<file path="config.mk">
export PLATFORM = sky130hd
export DESIGN_NAME = rww_ctrl
export DESIGN_NICKNAME = d
export VERILOG_FILES = /design/src/rtl/rww_pkg.sv /design/src/rtl/rww_conflict_fsm.sv /design/src/rtl/rww_sticky_flag.sv /design/src/rtl/rww_ctrl.sv
export SDC_FILE = /design/constraint.sdc
export NUM_CORES = 1
export LEC_CHECK = 0
export ABC_AREA = 1
export ABC_CLOCK_PERIOD_IN_PS = 2000
export BUFFER_PORTS_ARGS = -buffer_cell sky130_fd_sc_hd__buf_2
export CAP_MARGIN = 20
export CORE_AREA = 3 3 40 42
export DETAILED_ROUTE_END_ITERATION = 8
export DIE_AREA = 0 0 43 45
export SYNTH_ARGS = -nofsm -noshare
export SYNTH_HDL_FRONTEND = slang
export SYNTH_SLANG_ARGS = --single-unit
</file>
<file path="constraint.sdc">
create_clock -name clk -period 2 [get_ports clk]
set_input_delay 0.2 -clock clk [delete_from_list [all_inputs] [get_ports clk]]
set_output_delay 0.2 -clock clk [all_outputs]
set_load 0.02 [all_outputs]
</file>
<file path="src/rtl/rww_pkg.sv">
package rww_pkg;
  typedef enum logic {
    RWW_IDLE = 1'b0,
    RWW_HOLD = 1'b1
  } rww_state_e;

  localparam int RWW_NUM_FLAGS = 2;
  localparam int RWW_FLAG_STALL = 0;
  localparam int RWW_FLAG_ABORT = 1;
endpackage

</file>
<file path="src/rtl/rww_conflict_fsm.sv">
module rww_conflict_fsm
  import rww_pkg::*;
#(
  parameter int NUM_BANKS = 3,
  parameter int BANK_W    = 2
) (
  input  logic                 clk,
  input  logic                 rst_n,
  input  logic                 cfg_abort_en,
  input  logic                 rd_req,
  input  logic [BANK_W-1:0]    rd_bank,
  input  logic [NUM_BANKS-1:0] bank_busy,
  input  logic [NUM_BANKS-1:0] op_done,
  output logic                 rd_grant,
  output logic                 rd_stall,
  output logic                 stall_start,
  output logic                 hold_st,
  output logic                 hold_mode,
  output logic [BANK_W-1:0]    hold_bank,
  output logic [NUM_BANKS-1:0] op_abort
);
  localparam logic [NUM_BANKS-1:0] ONE = {{(NUM_BANKS-1){1'b0}}, 1'b1};

  rww_state_e            state_q, state_d;
  logic [BANK_W-1:0]     bank_q;
  logic                  mode_q;
  logic                  capture_en;
  logic [NUM_BANKS-1:0]  abort_q, abort_d;
  logic [NUM_BANKS-1:0]  req_mask, held_mask;
  logic                  req_busy, held_busy, held_done;

  assign req_mask  = ONE << rd_bank;
  assign held_mask = ONE << bank_q;
  assign req_busy  = |(bank_busy & req_mask);
  assign held_busy = |(bank_busy & held_mask);
  assign held_done = |(op_done & held_mask);

  always_comb begin
    state_d     = state_q;
    capture_en  = 1'b0;
    rd_grant    = 1'b0;
    stall_start = 1'b0;
    case (state_q)
      RWW_IDLE: begin
        if (rd_req) begin
          if (req_busy) begin
            stall_start = 1'b1;
            capture_en  = 1'b1;
            state_d     = RWW_HOLD;
          end else begin
            rd_grant = 1'b1;
          end
        end
      end
      RWW_HOLD: begin
        if (!rd_req) begin
          state_d = RWW_IDLE;
        end else if (mode_q ? !held_busy : held_done) begin
          rd_grant = 1'b1;
          state_d  = RWW_IDLE;
        end
      end
      default: state_d = RWW_IDLE;
    endcase
    abort_d = (stall_start && cfg_abort_en) ? req_mask : '0;
  end

  assign rd_stall = rd_req & ~rd_grant;

  always_ff @(posedge clk or negedge rst_n) begin
    if (!rst_n) begin
      state_q <= RWW_IDLE;
      abort_q <= '0;
    end else begin
      state_q <= state_d;
      abort_q <= abort_d;
    end
  end

  always_ff @(posedge clk or negedge rst_n) begin
    if (!rst_n) begin
      bank_q <= '0;
      mode_q <= 1'b0;
    end else if (capture_en) begin
      bank_q <= rd_bank;
      mode_q <= cfg_abort_en;
    end
  end

  assign hold_st   = (state_q == RWW_HOLD);
  assign hold_mode = mode_q;
  assign hold_bank = bank_q;
  assign op_abort  = abort_q;
endmodule

</file>
<file path="src/rtl/rww_sticky_flag.sv">
module rww_sticky_flag (
  input  logic clk,
  input  logic rst_n,
  input  logic set_i,
  input  logic clr_i,
  output logic flag_o
);
  logic flag_q, flag_d, flag_en;

  always_comb begin
    flag_en = set_i | clr_i;
    flag_d  = set_i | (flag_q & ~clr_i);
  end

  always_ff @(posedge clk or negedge rst_n) begin
    if (!rst_n) begin
      flag_q <= 1'b0;
    end else if (flag_en) begin
      flag_q <= flag_d;
    end
  end

  assign flag_o = flag_q;
endmodule

</file>
<file path="src/rtl/rww_ctrl.sv">
module rww_ctrl
  import rww_pkg::*;
#(
  parameter int NUM_BANKS = 3,
  localparam int BANK_W   = (NUM_BANKS > 1) ? $clog2(NUM_BANKS) : 1
) (
  input  logic                     clk,
  input  logic                     rst_n,
  input  logic                     cfg_stall_irq_en,
  input  logic                     cfg_abort_en,
  input  logic                     cfg_abort_irq_en,
  input  logic                     rd_req,
  input  logic [BANK_W-1:0]        rd_bank,
  input  logic [NUM_BANKS-1:0]     bank_busy,
  input  logic [NUM_BANKS-1:0]     op_done,
  input  logic [RWW_NUM_FLAGS-1:0] irq_clr,
  output logic                     rd_grant,
  output logic                     rd_stall,
  output logic [NUM_BANKS-1:0]     op_abort,
  output logic                     irq_stall,
  output logic                     irq_abort
);
  logic                     stall_start;
  logic                     hold_st;
  logic                     hold_mode;
  logic [BANK_W-1:0]        hold_bank;
  logic [RWW_NUM_FLAGS-1:0] flag_set;
  logic [RWW_NUM_FLAGS-1:0] flag_q;

  rww_conflict_fsm #(
    .NUM_BANKS(NUM_BANKS),
    .BANK_W   (BANK_W)
  ) u_fsm (
    .clk         (clk),
    .rst_n       (rst_n),
    .cfg_abort_en(cfg_abort_en),
    .rd_req      (rd_req),
    .rd_bank     (rd_bank),
    .bank_busy   (bank_busy),
    .op_done     (op_done),
    .rd_grant    (rd_grant),
    .rd_stall    (rd_stall),
    .stall_start (stall_start),
    .hold_st     (hold_st),
    .hold_mode   (hold_mode),
    .hold_bank   (hold_bank),
    .op_abort    (op_abort)
  );

  assign flag_set[RWW_FLAG_STALL] = stall_start & cfg_stall_irq_en;
  assign flag_set[RWW_FLAG_ABORT] = stall_start & cfg_abort_en & cfg_abort_irq_en;

  for (genvar g = 0; g < RWW_NUM_FLAGS; g++) begin : g_flag
    rww_sticky_flag u_flag (
      .clk   (clk),
      .rst_n (rst_n),
      .set_i (flag_set[g]),
      .clr_i (irq_clr[g]),
      .flag_o(flag_q[g])
    );
  end

  assign irq_stall = flag_q[RWW_FLAG_STALL];
  assign irq_abort = flag_q[RWW_FLAG_ABORT];
endmodule

</file>
==> flow_summary.json <==
{
  "outcome": "finished clean",
  "total_power_uw": 509.7,
  "vdd_ir_drop_max_mv": 0.4118,
  "critical_path_fanout_max": 5,
  "gp_congestion": 0.7193,
  "leakage_nw": 0.3844,
  "rsz0062_at_grt": "no",
  "maxCapViolCount": 0,
  "relSlewSlack_pct": 85.64,
  "placement.io_buffers": 22,
  "worstPathRequired_ns": 1.80,
  "hold_start": "irq_clr[0]",
  "fp.dieH_um": 45,
  "layout-drive-gt1-share_pct": 37.21,
  "antenna_cells_inserted": 0,
  "final_hpwl_from_detailed_placement_um": 882.5,
  "std_cell_rows": 13,
  "route.antenna.remaining_nets": 0,
  "critical_path.startpoint": "u_fsm.hold_bank[1]",
  "worst_min_delay_path_class": "in2reg",
  "timing_worst_slew_pin_value_ns": 0.2153,
  "timing_hold_violations_final": 0,
  "initial_utilization_pct": 37.49,
  "vias": 467,
  "postRouteWirelength_um": 1070,
  "crit_chain": "nor2_1, nand2_1, nand2_1, inv_1, nand2_1, nand4_1, nand2_1, buf_2",
  "worst_skew_pair.late_latency_ns": 0.26,
  "clock_sink_count": 9,
  "wl_per_cell_um": 10.59,
  "cpLargestDelayFamily": "simple AND/OR/NAND/NOR gates",
  "floorplan.die.width_um": 43,
  "1st_pass_router_iterations": 4,
  "syn-mean-instance-area_um2": 8.165,
  "fmaxAchievable_mhz": 626.8,
  "clock_tree_from_tritoncts": "done",
  "power.density_cell_area_nw_per_um2": 786.4,
  "setup_tns_ns": 0,
  "ctsRootBufferMaster": "sky130_fd_sc_hd__clkbuf_4",
  "pin_count_of_the_biggest_net_entering_global_routing": 10,
  "post-synth-top-area-fraction_pct": 46.75,
  "routed_via_density": 4.624,
  "final_layout_net_count": 103,
  "remaining_drc_errors": 0,
  "slew_viol_final": 0,
  "cts_htree_levels": 1,
  "synth_cell_type_count": 14,
  "cts.reportedPaths.clkPinSlew_ns": 0.07,
  "syn_to_final_growth_pct": 34.55,
  "clock_skew_ns": 0.002842,
  "timing.critical_path.to_type": "output port",
  "postSynthRegisterBits": 9,
  "wire_length_of_the_first_global_routing_pass_um": 1897,
  "core_area_um2": 1285,
  "post-route-util_pct": 50.44,
  "first_global_vias": 476,
  "synth-seq-area-share_pct": 46.75,
  "worstReg2RegStart": "u_fsm.hold_bank[1]",
  "cp_common_cell": "sky130_fd_sc_hd__nand2_1",
  "crit_arrival_ns": 1.40,
  "post_synth_main_area_contributors": "sky130_fd_sc_hd__dfrtp_1, sky130_fd_sc_hd__nand2_1, sky130_fd_sc_hd__nand3_1, sky130_fd_sc_hd__inv_1, sky130_fd_sc_hd__nand4_4",
  "hold_ws_ns": 0.1069,
  "grt.total_usage_pct": 13.35,
  "antenna_found_initial": 0,
  "detail_route.iter0.violations": 5,
  "ys_warn_count": 0,
  "cts.path.max_buffers": 2,
  "critPathSlowestCell": "sky130_fd_sc_hd__dfrtp_1",
  "netlist_area_um2": 481.7,
  "finalSetupViolCount": 0,
  "synth_cells": 59,
  "synth_area_leader_cell": "sky130_fd_sc_hd__dfrtp_1",
  "cts.repair_timing.setup_buffer_count": 0,
  "cp_launch_type": "flip-flop",
  "worstPathBufferInverterCount": 2,
  "fp.dieArea_um2": 1935,
  "cts_made_buffers": 3,
  "grt.overflow.total": 0,
  "post_route_minimum_period_ns": 1.595,
  "max_stage_delay_ns": 0.42,
  "floorplan.io_pins": 23,
  "timing.final.crit_share_pct": 79.76,
  "synthesis.nets": 75,
  "timing.setup.critical_path_class": "reg2out"
}
layer usage:
layer	global-route usage (%)	share of wire (%)	up-vias	wire, µm
li1	-	-	241	-
met1	15.06	42	211	450
met2	21.26	49	13	522
met3	5.976	8.4	2	90
met4	7.229	0.65	0	7
met5	0	0	-	0
cells in the mapped netlist:
cell type / instances
sky130_fd_sc_hd__nand3_1: 9
sky130_fd_sc_hd__inv_1: 12
sky130_fd_sc_hd__nor2_1: 2
sky130_fd_sc_hd__inv_2: 1
sky130_fd_sc_hd__nand3_2: 1
sky130_fd_sc_hd__nand3_4: 1
sky130_fd_sc_hd__o21ai_1: 1
sky130_fd_sc_hd__nand4_1: 1
sky130_fd_sc_hd__o21ai_2: 2
sky130_fd_sc_hd__nand2_1: 14
sky130_fd_sc_hd__o21ai_0: 2
sky130_fd_sc_hd__nor3_1: 3
sky130_fd_sc_hd__nand4_4: 1
sky130_fd_sc_hd__dfrtp_1: 9
what timing repair did:
item | 4_1_cts | 5_1_grt
gates resized for setup | 0 | 0
endpoints found under the hold margin | 9 | 0
hold buffers | 1 | 0
logic make-up (layout without fill, tap and decap cells):
family,Yosys count,after routing,synth area share [%]
and+or+nand+nor,32,32,36.36
buffers and inverters,13,40,10.13
DFF,9,9,46.75
AOI/OAI and AO/OA,5,5,6.753
registers in the layout, summed over array words and instances, names as in the netlist:
name / flops
g_flag.u_flag.flag_o: 2
u_fsm.hold_mode: 1
u_fsm.hold_bank: 2
u_fsm.op_abort: 3
u_fsm.hold_st: 1
path summary, 6_finish.rpt:
kind	endpoint	slack, ns	depth (start not counted)
max	rd_stall	0.40	8
max reg2reg	u_fsm.hold_st	0.96	7
min in group asynchronous	u_fsm.op_abort[1]	0.32	2
min	g_flag[0].u_flag.flag_o	0.11	2
max in group asynchronous	u_fsm.hold_st	1.50	2
min reg2reg	g_flag[1].u_flag.flag_o	0.50	2
per-stage QoR:
stage,worst slack (ns),std cells,instance area [µm²]
floorplan,0.7246,59,481.7
global placement,0.7089,96,610.6
detailed placement,0.6791,96,610.6
CTS,0.3884,101,648.1
global route,0.2615,101,648.1
finish,0.4047,101,648.1
layout make-up:
cell class / instances / area [µm²]
fill: 129 / 636.9
sequential: 9 / 225.2
multi-input combinational: 37 / 207.7
timing repair buffer: 23 / 120.1
inverter: 13 / 48.80
clock buffer: 3 / 22.52
tap: 15 / 18.77
clock inverter: 1 / 5.005
placed cells by master (no fill, tap or decap), drive strengths merged:
master / netlist / layout
buf: 0 / 22
clkbuf: 0 / 3
clkinv: 0 / 1
dfrtp: 9 / 9
dlygate4sd3: 0 / 1
inv: 13 / 13
nand2: 14 / 14
nand3: 11 / 11
nand4: 2 / 2
nor2: 2 / 2
nor3: 3 / 3
o21ai: 5 / 5
power by group:
group          total (mW)  internal (mW)  switching [mW]
registers           0.224          0.204          0.0198
logic               0.143         0.0552          0.0882
clock network       0.142         0.0738          0.0684
total               0.510          0.333           0.176
No activity file was read; power rests on OpenSTA's default activity.
